===== config.mk =====
export PLATFORM = sky130hd
export DESIGN_NAME = rtcHoldCore
export DESIGN_NICKNAME = d
export VERILOG_FILES = /design/src/rtl/rtc_hold_pkg.sv /design/src/rtl/rtcHoldCtrl.sv /design/src/rtl/rtcTimeDp.sv /design/src/rtl/rtcHoldCore.sv
export SDC_FILE = /design/constraint.sdc
export NUM_CORES = 1
export LEC_CHECK = 0
export ABC_AREA = 1
export BUFFER_PORTS_ARGS = -buffer_cell sky130_fd_sc_hd__clkbuf_2
export CAP_MARGIN = 20
export CORE_ASPECT_RATIO = 0.7
export CORE_UTILIZATION = 45
export CTS_CLUSTER_SIZE = 10
export DETAILED_ROUTE_END_ITERATION = 8
export PLACE_DENSITY = 0.78
export SLEW_MARGIN = 20
export SYNTH_ARGS = -nofsm -noshare
export SYNTH_HDL_FRONTEND = slang
export SYNTH_HIERARCHICAL = 1
export SYNTH_SLANG_ARGS = --single-unit
export TNS_END_PERCENT = 5

===== constraint.sdc =====
create_clock -name clk -period 2.5 [get_ports clk]
set_clock_uncertainty 0.05 [all_clocks]
set_input_delay 0.375 -clock clk [delete_from_list [all_inputs] [get_ports clk]]
set_output_delay 0.375 -clock clk [all_outputs]
set_load 0.02 [all_outputs]

===== src/rtl/rtc_hold_pkg.sv =====
package rtc_hold_pkg;
  localparam int FIELD_N = 3;   // seconds, minutes, hours
  localparam int TIME_W  = 6;
  localparam logic [1:0] ADDR_CTRL = 2'd0;

  typedef struct packed {
    logic               incSec;   // rollover: add one second
    logic [FIELD_N-1:0] wrField;  // accepted write per field
  } timeStrobe_t;
endpackage


===== src/rtl/rtcHoldCtrl.sv =====
module rtcHoldCtrl
  import rtc_hold_pkg::*;
#(
  parameter int SUBSEC_TICKS = 32768,
  parameter int CARRY_TICKS  = 131,
  localparam int SUB_W = $clog2(SUBSEC_TICKS),
  localparam int WIN_W = $clog2(CARRY_TICKS + 1)
) (
  input  logic             clk,
  input  logic             rst,
  input  logic             tickEn,
  input  logic             regWr,
  input  logic [1:0]       regAddr,
  input  logic             holdWrBit,
  output logic             holdQ,
  output logic             busy,
  output logic             rollover,
  output logic [SUB_W-1:0] subCnt,
  output timeStrobe_t      strb
);
  logic [WIN_W-1:0] winCnt;
  logic             winActive;
  logic             wrOk;

  assign rollover  = tickEn && (subCnt == SUB_W'(SUBSEC_TICKS - 1));
  assign winActive = (winCnt != '0);
  assign busy      = !holdQ || winActive;
  assign wrOk      = holdQ && !winActive;

  always_ff @(posedge clk) begin
    if (rst) begin
      subCnt <= '0;
    end else if (rollover) begin
      subCnt <= '0;
    end else if (tickEn) begin
      subCnt <= subCnt + 1'b1;
    end
  end

  always_ff @(posedge clk) begin
    if (rst) begin
      winCnt <= '0;
    end else if (rollover) begin
      winCnt <= WIN_W'(CARRY_TICKS);
    end else if (tickEn && winActive) begin
      winCnt <= winCnt - 1'b1;
    end
  end

  always_ff @(posedge clk) begin
    if (rst) begin
      holdQ <= 1'b0;
    end else if (rollover && holdQ) begin
      holdQ <= 1'b0;
    end else if (regWr && regAddr == ADDR_CTRL) begin
      holdQ <= holdWrBit;
    end
  end

  always_comb begin
    strb.incSec = rollover;
    for (int i = 0; i < FIELD_N; i++) begin
      strb.wrField[i] = regWr && wrOk && (regAddr == 2'(i + 1));
    end
  end
endmodule


===== src/rtl/rtcTimeDp.sv =====
module rtcTimeDp
  import rtc_hold_pkg::*;
#(
  parameter int SEC_MOD  = 60,
  parameter int MIN_MOD  = 60,
  parameter int HOUR_MOD = 24
) (
  input  logic                            clk,
  input  logic                            rst,
  input  timeStrobe_t                     strb,
  input  logic [TIME_W-1:0]               wrValue,
  output logic [FIELD_N-1:0][TIME_W-1:0]  fieldQ
);
  logic [FIELD_N-1:0] carry;

  assign carry[0] = strb.incSec;

  for (genvar gi = 0; gi < FIELD_N; gi++) begin : g_field
    localparam int LIM = (gi == 0) ? SEC_MOD : (gi == 1) ? MIN_MOD : HOUR_MOD;
    logic [TIME_W-1:0] base;
    logic [TIME_W-1:0] q;
    logic              atTop;

    assign base  = strb.wrField[gi] ? wrValue : q;
    assign atTop = (base >= TIME_W'(LIM - 1));

    if (gi < FIELD_N - 1) begin : g_next
      assign carry[gi+1] = carry[gi] && atTop;
    end

    always_ff @(posedge clk) begin
      if (rst) begin
        q <= '0;
      end else if (carry[gi]) begin
        q <= atTop ? '0 : base + 1'b1;
      end else begin
        q <= base;
      end
    end

    assign fieldQ[gi] = q;
  end
endmodule


===== src/rtl/rtcHoldCore.sv =====
module rtcHoldCore
  import rtc_hold_pkg::*;
#(
  parameter int SUBSEC_TICKS = 32768,
  parameter int CARRY_TICKS  = 131,
  localparam int SUB_W = $clog2(SUBSEC_TICKS)
) (
  input  logic              clk,
  input  logic              rst,
  input  logic              tickEn,
  input  logic              regWr,
  input  logic [1:0]        regAddr,
  input  logic [TIME_W-1:0] regWdata,
  output logic [31:0]       regRdata
);
  timeStrobe_t                    strb;
  logic                           holdQ;
  logic                           busy;
  logic                           rollover;
  logic [SUB_W-1:0]               subCnt;
  logic [FIELD_N-1:0][TIME_W-1:0] fieldQ;

  rtcHoldCtrl #(
    .SUBSEC_TICKS(SUBSEC_TICKS),
    .CARRY_TICKS (CARRY_TICKS)
  ) u_ctrl (
    .clk      (clk),
    .rst      (rst),
    .tickEn   (tickEn),
    .regWr    (regWr),
    .regAddr  (regAddr),
    .holdWrBit(regWdata[0]),
    .holdQ    (holdQ),
    .busy     (busy),
    .rollover (rollover),
    .subCnt   (subCnt),
    .strb     (strb)
  );

  rtcTimeDp u_dp (
    .clk    (clk),
    .rst    (rst),
    .strb   (strb),
    .wrValue(regWdata),
    .fieldQ (fieldQ)
  );

  always_comb begin
    if (regAddr == ADDR_CTRL) begin
      regRdata = {30'b0, busy, holdQ};
    end else begin
      regRdata = {{(32 - TIME_W){1'b0}}, fieldQ[regAddr - 2'd1]};
    end
  end
endmodule


Yosys cells after proc, flatten, opt, wreduce, memory -nomap -nowiden
Index checks and enable logic that the tools add are counted.
W data, S select, Z words.
{"block": "word_totals", "inputBits": 12, "elab_cells": 54, "regBits": 42, "output_inout_bits": 32}
{"block": "classes", "muxes": 14, "reduce_logical": 19, "add_sub_neg": 6, "eq_ne": 4, "order_cmp": 4}
{"op": "$mux W6", "count": 11}
{"op": "$add A6 B1 Y6 const B", "count": 3}
{"op": "$mux W8", "count": 2}
{"op": "$add A15 B1 Y15 const B", "count": 1}
{"op": "$eq A15 B15 Y1 const B", "count": 1}
{"op": "$bmux W6 S2", "count": 1}
{"op": "$ge A6 B6 Y1 const B", "count": 2}
{"op": "$logic_and A1 B1 Y1", "count": 11}
{"op": "$reduce_bool A8 Y1", "count": 1}
{"op": "$sub A8 B1 Y8 const B", "count": 1}
{"op": "$ge A6 B5 Y1 const B", "count": 1}
{"op": "$eq A2 B2 Y1 const B", "count": 2}
{"op": "$reduce_or A2 Y1", "count": 2}
{"op": "$lt A2 B3 Y1 const B", "count": 1}
{"op": "$eq A2 B1 Y1 const B", "count": 1}
{"op": "$logic_not A1 Y1", "count": 2}
{"op": "$logic_not A2 Y1", "count": 1}
{"op": "$reduce_bool A2 Y1", "count": 1}
{"op": "$sub A2 B1 Y2 const B", "count": 1}
{"op": "$logic_or A1 B1 Y1", "count": 1}

Logic depth before layout (Yosys ltp)
Gate-level depths: netlist of run 1.
{"block": "logic_depth", "word_depth": 10, "depth_mapped": 22, "mapped_depth_nobuf": 21}

Cells and area by module
The synthesis of run 1 kept the hierarchy.
{"module": "rtcHoldCtrl", "n_inst": 1, "cells_each": 190, "area_per_inst_um2": 1357.6, "seq_area_each_um2": 480.5}
{"module": "rtcTimeDp", "n_inst": 1, "cells_each": 179, "area_per_inst_um2": 1173.6, "seq_area_each_um2": 360.3}
{"module": "rtcHoldCore", "n_inst": 1, "cells_each": 82, "area_per_inst_um2": 459.2, "seq_area_each_um2": 0.0}

Worst setup path after synthesis of run 1
Ideal clock, no wire load.
{"block": "synth_path", "kind": "register to register", "startpoint": "register u_ctrl.winCnt[0]", "endpoint": "register u_dp.g_field[2].q[4]", "path_buffers": 0, "arrival_time_ns": 2.462, "stages_incl_launch_ff": 19, "required_ns": 2.341, "period_less_slack_ns": 2.620, "setup_slack_ns": -0.120, "setup_ns": 0.109, "cell_sequence": "dfxtp_1 inv_1 ha_1 inv_1 nor2_1 nand2_2 inv_1 nand3_1 nor3_1 inv_2 o21ai_2 ha_1 nor2_4 nor2_4 nand2_8 nand2_4 nand2_2 nand2_1 inv_1"}
{"item": "start: declaration", "line": "rtcHoldCtrl.sv:21", "rtl": "logic [WIN_W-1:0] winCnt;"}
{"item": "start signal: assignment", "line": "rtcHoldCtrl.sv:44", "rtl": "winCnt <= WIN_W'(CARRY_TICKS);"}
{"item": "start signal: assignment", "line": "rtcHoldCtrl.sv:46", "rtl": "winCnt <= winCnt - 1'b1;"}
{"item": "end signal: assignment", "line": "rtcTimeDp.sv:35", "rtl": "q <= atTop ? '0 : base + 1'b1;"}
{"item": "end signal: assignment", "line": "rtcTimeDp.sv:37", "rtl": "q <= base;"}
{"item": "end: declaration", "line": "rtcTimeDp.sv:21", "rtl": "logic [TIME_W-1:0] q;"}

==> results of run 1 <==
-- metal layers --
layer | global-route usage | up-vias
met3 | 0.0450 | 15
met1 | 0.285 | 1256
met2 | 0.312 | 118
met5 | 0 | -
li1 | - | 1426
met4 | 0.0735 | 0
-- logic make-up (layout without fill, tap and decap cells) --
logic type	after synthesis	count (layout)	share of synthesized area
xor gates and xnor gates	13	13	0.0381
other	1	26	0.00125
adders and majority gates	7	7	0.0293
AOI/OAI and AO/OA	37	37	0.0686
buffers and inverters	95	112	0.165
DFF	42	42	0.281
and+or+nand+nor	256	256	0.417
-- state kept, by name (all words and copies together), names as in the netlist --
signal / count
u_dp/g_field.q: 18
u_ctrl/subCnt: 15
u_ctrl/holdQ: 1
u_ctrl/winCnt: 8
-- cells in the final DEF (no fill, tap or decap), types with 3 or more instances in the layout --
| master | instances |
|---|---|
| nand2_1 | 119 |
| nor2_1 | 44 |
| inv_1 | 42 |
| dfxtp_1 | 38 |
| nand3_1 | 29 |
| conb_1 | 26 |
| buf_4 | 22 |
| inv_2 | 20 |
| a21oi_1 | 19 |
| clkbuf_2 | 17 |
| nand2_2 | 15 |
| nor2_2 | 13 |
| nand4_1 | 9 |
| o21ai_0 | 7 |
| xor2_1 | 7 |
| clkbuf_8 | 6 |
| xnor2_1 | 6 |
| a21oi_2 | 5 |
| nor2_4 | 4 |
| nor3_2 | 4 |
| dfxtp_2 | 4 |
| ha_1 | 3 |
| nand2_4 | 3 |
| nor3_1 | 3 |
| o21ai_2 | 3 |
| ha_2 | 3 |
-- metrics by stage --
| stage | area [sq um] | worst slack (ns) |
|---|---|---|
| 2_1_floorplan | 3090 | 0.0286 |
| 3_3_place_gp | 3100 | 0.0671 |
| 3_5_place_dp | 3100 | -0.0521 |
| 4_1_cts | 3310 | 0.00235 |
| 5_1_grt | 3430 | -0.189 |
| 6_report | 3430 | -0.0533 |
-- where the power goes --
group	switching (mW)	internal [mW]
combinational	0.365	0.253
sequential	0.0397	0.713
clock	0.240	0.426
-- cell type report --
class,count,area share
clock buffer,6,0.0241
inverter,63,0.0704
timing repair buffer,41,0.0795
clock inverter,2,0.0175
tap,78,0.0284
sequential,42,0.246
multi-input combinational,339,0.534
-- worst paths after layout --
kind / to / cells after the start
setup / recovery: u_dp/g_field[1].q[1]$_SDFF_PP0_ / 17
hold / removal: u_dp/g_field[2].q[5]$_SDFF_PP0_ / 3
setup reg to reg: u_dp/g_field[1].q[1]$_SDFF_PP0_ / 17
hold reg to reg: u_ctrl/subCnt[12]$_SDFFE_PP0P_ / 2
-- critical path, cell delays in order (launching register included) --
cell	delay [ns]
dfxtp_2	0.34
inv_2	0.07
ha_4	0.12
inv_2	0.03
nor2_2	0.11
nand2_2	0.08
inv_2	0.06
nand4_1	0.11
nor2_2	0.16
inv_2	0.08
o21ai_2	0.18
ha_2	0.22
nand3b_1	0.13
nand2_2	0.12
nor2_8	0.21
buf_6	0.12
nand3_1	0.10
a21oi_2	0.15
-- repair_timing --
action,in CTS,in global routing
pin swaps,10,8
setup buffers,6,8
hold endpoints to repair,0,0
setup endpoints to repair,18,18
gates resized for setup,11,22
==> run summary, run 1 <==
The number of enable-type register cells in the synthesized netlist came out at 0. The post-detailed-route wirelength per cell came out at 12.4 um. Row generation in the floorplan step produced 24 rows. The largest buffer count on any clock path is 2. After synthesis, the share of flip-flops with an asynchronous set or reset is 0. The met3 routed wirelength came out at 434 um. The commonest cells after synthesis are 120 x nand2_1, 49 x inv_1, 49 x nor2_1, 42 x dfxtp_1, 29 x nand3_1. The first global-routing pass estimated about 11000 um of wire. Compared with the post-synthesis result, the final layout area differs by 14.8%. In the final layout, the share of cells above drive strength 1 is 0.272.

The maximum level of the CTS H-tree came out at 2. In the final design database the tool counted 511 nets. The maximum number of pins on one net before global-route repair is 19. The most critical setup path has its startpoint at u_ctrl/winCnt[1]$_SDFFE_PP0P_. The post-synthesis cell count is ~450. The utilization after layout is 0.544. The most used flip-flop cell after synthesis is dfxtp_1. The final antenna diode count came out at 0.

The insertion delay of the later-clocked pin in the worst-skew pair came out at 0.31 ns. The quantity of I/O buffers inserted on ports is 17. The synthesized design contains 42 register bits.

IR analysis of the VDD net gives a maximum drop of 0.307 mV. The flop-to-flop setup slack is -0.05 ns. The number of distinct library cells after synthesis came out at 37. The highest clock frequency the design can meet came out at 392 MHz.

The number of global-route vias before repair came out at 2519. The routed via count divided by cell count is 4.93. The area of the mapped netlist is 0.00299 sq mm. The share of synthesized area in the top cell type comes to 0.281. The largest fanout of any net on the critical path came out at 6. The initial antenna violation count came out at 0. The height of the die came out at 70.2 um. The root buffer cell is clkbuf_8. The number of slew-limit violations in the final report is 0.

The multi-input combinational cell area is around 0.0018 sq mm. The flow ran to the end, but the final reports show violations. A synthesized cell averages ~6.6 sq um. The worst register-to-register path begins at u_ctrl/winCnt[1]$_SDFFE_PP0P_. The critical path required time is about 2.7 ns.

The filler cell count is 580. The setup path with the least slack is of type reg -> reg. The routed layout has around 2800 vias. The worst slack on hold paths is 0.346 ns. STA classifies the critical path endpoint as a flip-flop.

The final hold violation count came to 0. For the worst setup path, the data arrival time is roughly 2.7 ns. The detail route stage leaves a number of antenna-violating nets equal to 0. In the post-route analysis, the smallest setup slack over all paths is -0.0533 ns.

Ranked by total cell area, the synthesized netlist is headed by dfxtp_1 28%, nand2_1 15%, buf_4 7.0%, inv_1 6.2%, nor2_1 6.2%. STA classifies the critical path startpoint as a flip-flop. The total half-perimeter wirelength after legalization and detailed placement came out at 5050 um. The highest metal layer with signal wires is met4.

In this run the most critical hold path is launched from regWdata[5]. The die boundary width is 99.4 um. The TritonCTS clock tree is built. TritonCTS created 5 clock buffers. After detailed routing, the total wire length is 7080 um. The overall power is 2.04 mW.

Across the whole layout, storage elements account for 846 sq um. The worst hold path belongs to the class in -> reg. The clock sink count is 42. Of all cell types, the one taking the most synthesized area is dfxtp_1. The number of detailed-route iterations in the first pass is 6. The power density over the cells came out at 594 mW/mm^2. The count of final setup violators came out at 9. Clock-pin slew was measured on the worst setup and hold paths at 0.09 ns.

The placer congestion estimate is 0.869. The total routing usage reported by global routing is 0.205. Of the available clock period, the critical path in the final layout requires 1.02. The post-route met1 wirelength is around 3400 um.

The aggregate negative setup slack is -0.172 ns. The leakage power summed over all cells is 1.60 nW. The detailed route wirelength on metal2 is 3140 um. The cell total after placement is around 550. The total congestion overflow after global routing is 0.

Excluding fillers, the count of instances in the completed layout stands at 571. Setup repair after global routing could not meet its margin everywhere. The count of maximum capacitance violations is 0. Subtracting the final worst setup slack from the clock period gives 2.55 ns. The number of buffers inserted by hold repair at cts is 0. After floorplanning, the core was sized to cover 0.00631 sq mm. The initial DRC count came out at 226. Yosys instantiated no cell more often than nand2_1. The final reports fail on setup timing. In the routed design, unresolved DRC markers number 0. The share of the Yosys chip area taken by registers is 0.281. The overall die area is 0.00698 sq mm. During synthesis, Yosys emitted a total of 6 warnings. The count of pins on the block boundary is between 40 and 50.

The starting density of the core is 0.474.
No activity file was read; power rests on OpenSTA's default activity.
==> run 2, diff against run 1 <==
CORE_ASPECT_RATIO = 2   (was 0.7)
==> run summary, run 2 (synthesis gave the netlist of run 1 again) <==
The run finished with clean final reports. Counting tap cells, the placed design contains a total of roughly 560 instances. The initial DRC count is roughly 120.

Setup repair after global routing could not meet its margin everywhere. The global-route wire length before repair came out at 11600 um. Setup slack on the critical path of the routed design comes to ~0.045 ns. Entering global routing, the biggest net connects 19 pins. The ratio of final minimum period to clock period came out at 0.982.

The setup slack after placement is -0.0231 ns. The core region area came out at 0.00636 sq mm. The worst register-to-register path begins at u_ctrl/winCnt[6]$_SDFFE_PP0P_. The clock period minus final worst setup slack is 2.45 ns. The count of maximum capacitance violations came out at 0. The nature of the critical path startpoint is a flip-flop. The quantity of I/O buffers inserted on ports is 17.

The insertion delay of the later-clocked pin in the worst-skew pair came out at 0.29 ns. The number of slew-limit violations in the final report was 0. 44 I/O pins were placed. The register with the most flip-flops in the final layout is u_dp/g_field.q. The commonest non-fill, non-tap cell in the layout is nand2_1. The placer congestion estimate is 0.846. The total non-filler cell area in the finished layout is between 0.003 and 0.004 sq mm.

In the final layout, the registers with the most flip-flops are u_dp/g_field.q: 18 flops, u_ctrl/subCnt: 15 flops, u_ctrl/winCnt: 8 flops. The number of placement rows is 41. The die boundary width is a little under 60 um. The net count of the finished layout is just over 500. The count of final setup violators is 0. The flop-to-flop setup slack is 0.05 ns. The fraction of final layout cells with drive strength greater than 1 came out at 0.260.

The height of the die is 117 um. The leakage power summed over all cells is 1.63 nW. The hold path endpoint is u_dp/g_field[2].q[5]$_SDFF_PP0_. The endpoint kind of the worst setup timing path is a flip-flop. The worst endpoint data arrival time is ~2.6 ns. The number of design rule violations left after detail routing is 0. The path class of the lowest-slack min-delay path is in -> reg. In the layout the commonest cells are 116 x nand2_1, 45 x inv_1, 45 x nor2_1.

The number of buffers inserted by hold repair at cts came out at 0. The final hold violation count came to 0. The placed instance area is 0.00314 sq mm. The root buffer cell is clkbuf_16.

The final antenna diode count came out at 0. The routed via count divided by cell count is 4.83. The overall die area came out at 0.00699 sq mm.

The worst-case IR drop observed on VDD is around 0.53 mV. The total congestion overflow after global routing came out at 0. The highest clock frequency the design can meet came out at 407 MHz.

The startpoint identified for the worst hold timing path is regWdata[5]. The worst hold path depth is 3. The maximum level of the CTS H-tree is 2. The clock slew seen by the registers of the worst setup and hold paths came out at 0.06 ns. Along the worst path, the maximum fanout reaches 8. The area overhead of the layout relative to synthesis is 16.7%. The post-detailed-route wirelength per cell came out at 12.1 um.

The endpoint identified for the worst register-to-register timing path is u_dp/g_field[2].q[4]$_SDFF_PP0_. Summed over all layers, the routed wires come to 7020 um. The aggregate negative setup slack came out at 0 ns. The total half-perimeter wirelength after legalization and detailed placement came out at 5330 um. The number of global-route vias before repair came out at between 2000 and 3000. The post-route non-filler standard cell count is 579.

Counting cells, the worst reg-to-reg path comes to 18. CTS saw 42 sinks. The starting density of the core is 0.470.

The number of buffers created by CTS is 5. In this run the power density over the cells is between 600 and 700 mW/mm^2. The number of vias in the routed layout is 2794. The largest buffer count on any clock path is 2. The initial antenna violation count is 0.

For this run, the total global-route usage over all layers was measured as 0.222. The first detailed-routing pass ran for 4 iterations. In this run the remaining antenna-violating nets after routing total 0. The critical path required time is 2.64 ns.

The TritonCTS clock tree is built. The filler cell count is 600. The critical path is of the reg -> reg type. The flip-flop count of the largest register, all copies and words added is 18.
## run 2: worst max-delay path, cell delays in order (launching register included)
cell	delay [ns]
dfxtp_1	0.34
inv_1	0.12
nand2_1	0.08
nor2_2	0.13
nand2_2	0.07
inv_2	0.07
nand4_1	0.12
nor2_2	0.18
inv_2	0.09
o21ai_4	0.19
ha_4	0.16
nand3b_1	0.11
nand2_2	0.11
nor2_8	0.22
nand2_8	0.09
nand2_8	0.09
nand2_4	0.05
nand2_1	0.06
inv_1	0.03
## run 2: timing repair
item,CTS,global route
setup buffers,2,8
endpoints found under the setup margin,6,18
pin swaps,5,11
resized for setup,6,20
## run 2: power by group
group,internal (mW),total [mW],switching [mW]
Combinational,0.245,0.618,0.373
Clock,0.574,0.854,0.280
Sequential,0.714,0.748,0.0346
Total,1.53,2.22,0.688
## run 2: worst max-delay path by stage
| stage | from | end | slack [ns] | cells after the start |
|---|---|---|---|---|
| after CTS | u_ctrl/winCnt[0]$_SDFFE_PP0P_ | u_dp/g_field[1].q[0]$_SDFF_PP0_ | 0.03 | 18 |
| after floorplan | u_ctrl/winCnt[0]$_SDFFE_PP0P_ | u_dp/g_field[2].q[4]$_SDFF_PP0_ | 0.03 | 19 |
| after global routing | u_ctrl/winCnt[0]$_SDFFE_PP0P_ | u_dp/g_field[2].q[2]$_SDFF_PP0_ | -0.12 | 19 |
| after detailed placement | u_ctrl/winCnt[0]$_SDFFE_PP0P_ | u_dp/g_field[2].q[4]$_SDFF_PP0_ | -0.02 | 19 |
| final | u_ctrl/winCnt[6]$_SDFFE_PP0P_ | u_dp/g_field[2].q[4]$_SDFF_PP0_ | 0.05 | 18 |
| after global placement | u_ctrl/winCnt[0]$_SDFFE_PP0P_ | u_dp/g_field[2].q[4]$_SDFF_PP0_ | 0.06 | 19 |
## run 2: area by class of cell
| cell class | instances | area [sq um] | share of cell area |
|---|---|---|---|
| inverter | 63 | 241 | 0.0692 |
| timing repair buffer | 41 | 265 | 0.0760 |
| clock buffer | 5 | 125 | 0.0359 |
| clock inverter | 3 | 68.8 | 0.0197 |
| multi-input combinational | 339 | 1840 | 0.526 |
| sequential | 42 | 845 | 0.242 |
| tap | 86 | 108 | 0.0308 |
## run 2: through the flow
step | power, mW | hold WS (ns) | util
final | 2.22 | 0.347 | 0.548
after global routing | 2.33 | 0.347 | 0.548
after CTS | 2.16 | 0.336 | 0.530
after detailed placement | 1.29 | 0.428 | 0.493
after global placement | 1.27 | 0.420 | 0.493
after floorplan | 1.17 | 0.394 | -
## run 2: metal layers
layer,global-route usage,wire length (um),part of all wire,vias up
met5,0,0,0,-
met4,0.149,373,0.053,0
met3,0.0516,244,0.035,31
met2,0.407,3950,0.56,73
met1,0.208,2450,0.35,1264
li1,-,-,-,1426
==> run 3, diff against run 2 <==
REMOVE_ABC_BUFFERS = 1   (was unset)
==> run summary, run 3 (synthesis gave the netlist of run 1 again) <==
The initial antenna violation count is 0. The overall die area is 0.00699 sq mm. The number of design rule violations left after detail routing came out at 0. The number of placement rows is 41.

The clock slew seen by the registers of the worst setup and hold paths came out at 0.06 ns. The final antenna diode count came out at 0. The analysis attributes to cell leakage a power of about 1.6 nW. The maximum number of pins on one net before global-route repair is 19. The clock period minus final worst setup slack is 2.48 ns. The routing layer with the top usage in global route is met2.

Setup repair after global routing could not meet its margin everywhere. The placer congestion estimate is 0.864. The number of slew-limit violations in the final report came out at 0. The path type of the worst setup path is reg -> reg. After clock tree synthesis, the flow added hold-fix buffers numbering 0. The highest clock frequency the design can meet came out at 404 MHz.

The met2 track demand over resource in global routing came out at 0.399. The net count of the finished layout is 507. The count of pins on the block boundary came out at between 40 and 50. The power density over the cells is 588 mW/mm^2. The clock reaches the later pin of the worst-skew pair after 0.28 ns. The setup slack after placement is -0.0291 ns. The internal portion of the total power is 1.34 mW. Counting the fill cells in the layout gives about 630. The ratio of final minimum period to clock period is 0.990.

The cell total after placement came out at between 500 and 600. The flip-flop count of the largest register, all copies and words added came out at 18. The nature of the critical path startpoint is a flip-flop. The largest buffer count on any clock path is 2. The worst endpoint data arrival time came out at between 2 and 3 ns. The routing usage on met1 came out at 0.211.

Buffers inserted during clock tree synthesis total 5. VDD sags by at most 0.425 mV. The placed instance area came out at approximately 0.0031 sq mm. The switching part of the total came out at 0.331. The total congestion overflow after global routing is 0. The share of total power dissipated in the clock network is 0.324. The maximum level of the CTS H-tree is 2.

Relative to the synthesized area, the layout overhead comes to 14.0%. The total non-filler cell area in the finished layout came out at roughly 0.0034 sq mm. More flip-flops sit in one register than any other, and that register is u_dp/g_field.q. The fraction of final layout cells with drive strength greater than 1 is 0.260. The portion of total power attributed to sequential cells came out at 0.374.

TritonCTS built the clock tree. The library cells used most frequently in the layout, excluding fill and tap cells, are 114 x nand2_1, 45 x nor2_1, 42 x inv_1. The global-route wire length before repair came out at between 10000 and 15000 um.

The number of vias in the routed layout is around 2800. In the global route stage, met3 resource usage came out at 0.0341. The count of final setup violators is 0. The share of total power dissipated in combinational logic is 0.301.

For this configuration, the core starts out at a cell density of 0.470. The total routed wirelength came out at 6930 um. The root buffer cell chosen for the clock tree is clkbuf_16.

The number of detailed-route iterations in the first pass came out at 4. The number of global-route vias before repair is 2615. The critical path required time came out at 2.63 ns. The final hold violation count came out at 0. The run finished with clean final reports.

In this run the tool buffered the top-level ports with 17 buffer cells. The core region area came out at 0.00636 sq mm. In the global route stage, overall resource usage came out at 0.212.

STA classifies the critical path endpoint as a flip-flop. The path class of the tightest hold or removal check is in -> reg. In the final routed layout, each cell accounts on average for about 12 um. The post-detailed-route count of antenna-violating nets came out at 0. The worst path meets setup with 0.0250 ns of slack. The first routing iteration left 196 violations. The largest fanout of any net on the critical path came out at 7.

The worst slack on hold paths is around 0.37 ns. The total half-perimeter wirelength after legalization and detailed placement is slightly above 5000 um. In this run the power spent charging and discharging nets is 663 uW. The clock net in this run drives a total of 42 sinks. The height of the die is 117 um. The library cell used most frequently in the layout, excluding fill and tap cells, is nand2_1. Dividing the detail-routed via count by the number of cells gives just under 5. Excluding fillers, the count of instances in the completed layout stands at about 580. Across the run, the number of max-cap violations was 0. The largest registers in the layout are u_dp/g_field.q: 18 flops, u_ctrl/subCnt: 15 flops, u_ctrl/winCnt: 8 flops. Measured along the x axis, the die boundary spans 59.6 um.
[run 3: cell types whose count changed in the layout (fill, tap and decap cells not counted), sizes merged]
| cell | change |
|---|---|
| clkinvlp | +1 |
| clkbuf | +1 |
| buf | -4 |
| bufinv | -2 |
[run 3: path summary, 6_finish.rpt]
| path | from | end | slack [ns] | cells after the start |
|---|---|---|---|---|
| setup / recovery | u_ctrl/winCnt[0]$_SDFFE_PP0P_ | u_dp/g_field[2].q[4]$_SDFF_PP0_ | 0.02 | 19 |
| hold / removal | rst | u_dp/g_field[1].q[4]$_SDFF_PP0_ | 0.37 | 2 |
| setup reg to reg | u_ctrl/winCnt[0]$_SDFFE_PP0P_ | u_dp/g_field[2].q[4]$_SDFF_PP0_ | 0.02 | 19 |
| hold reg to reg | u_ctrl/subCnt[12]$_SDFFE_PP0P_ | u_ctrl/subCnt[12]$_SDFFE_PP0P_ | 0.44 | 2 |
[run 3: timing repair]
item / 4_1_cts / 5_1_grt
setup endpoints to repair: 4 / 18
setup buffers: 1 / 5
resized for setup: 4 / 26
pin swaps: 3 / 8
[run 3: power by group through the flow]
stage	sequential (mW)	clock [mW]	combinational [mW]
after global placement	0.752	0	0.522
after global routing	0.754	0.686	0.677
after floorplan	0.750	0	0.382
final	0.750	0.650	0.603
after detailed placement	0.755	0	0.527
after CTS	0.740	0.659	0.542
[run 3: critical path, stage by stage (launching register included)]
cell and delay [ns]:
dfxtp_2 0.33, inv_2 0.08, ha_4 0.13, inv_2 0.03, nor2_2 0.09, nand2_2 0.07, inv_2 0.07, nand4_1 0.12
nor2_2 0.17, inv_2 0.08, o21ai_4 0.17, ha_2 0.20, nand3b_1 0.12, nand2_2 0.11, nor2_8 0.20, nand2_8 0.09
nand2_8 0.09, nand2_4 0.06, nand2_2 0.06, inv_1 0.03
[run 3: layer usage]
metal / share of wire / up-vias
met5: 0 / -
met4: 0.039 / 0
met3: 0.035 / 22
met2: 0.56 / 83
met1: 0.37 / 1294
li1: - / 1424
[run 3: layout make-up]
| cell class | instances | area (sq um) | share of cell area |
|---|---|---|---|
| Tap cell | 86 | 108 | 0.0316 |
| Sequential cell | 42 | 845 | 0.248 |
| Clock buffer | 6 | 139 | 0.0407 |
| Timing Repair Buffer | 37 | 239 | 0.0701 |
| Multi-Input combinational cell | 339 | 1820 | 0.535 |
| Inverter | 63 | 241 | 0.0709 |
| Clock inverter | 2 | 12.5 | 0.00367 |
[run 3: per-stage QoR]
step | utilization | power (mW) | TNS [ns]
after floorplan | - | 1.13 | -0.617
after global placement | 0.492 | 1.27 | 0
after detailed placement | 0.492 | 1.28 | -0.0627
after CTS | 0.520 | 1.94 | 0
after global routing | 0.536 | 2.12 | -1.30
final | 0.536 | 2.00 | 0
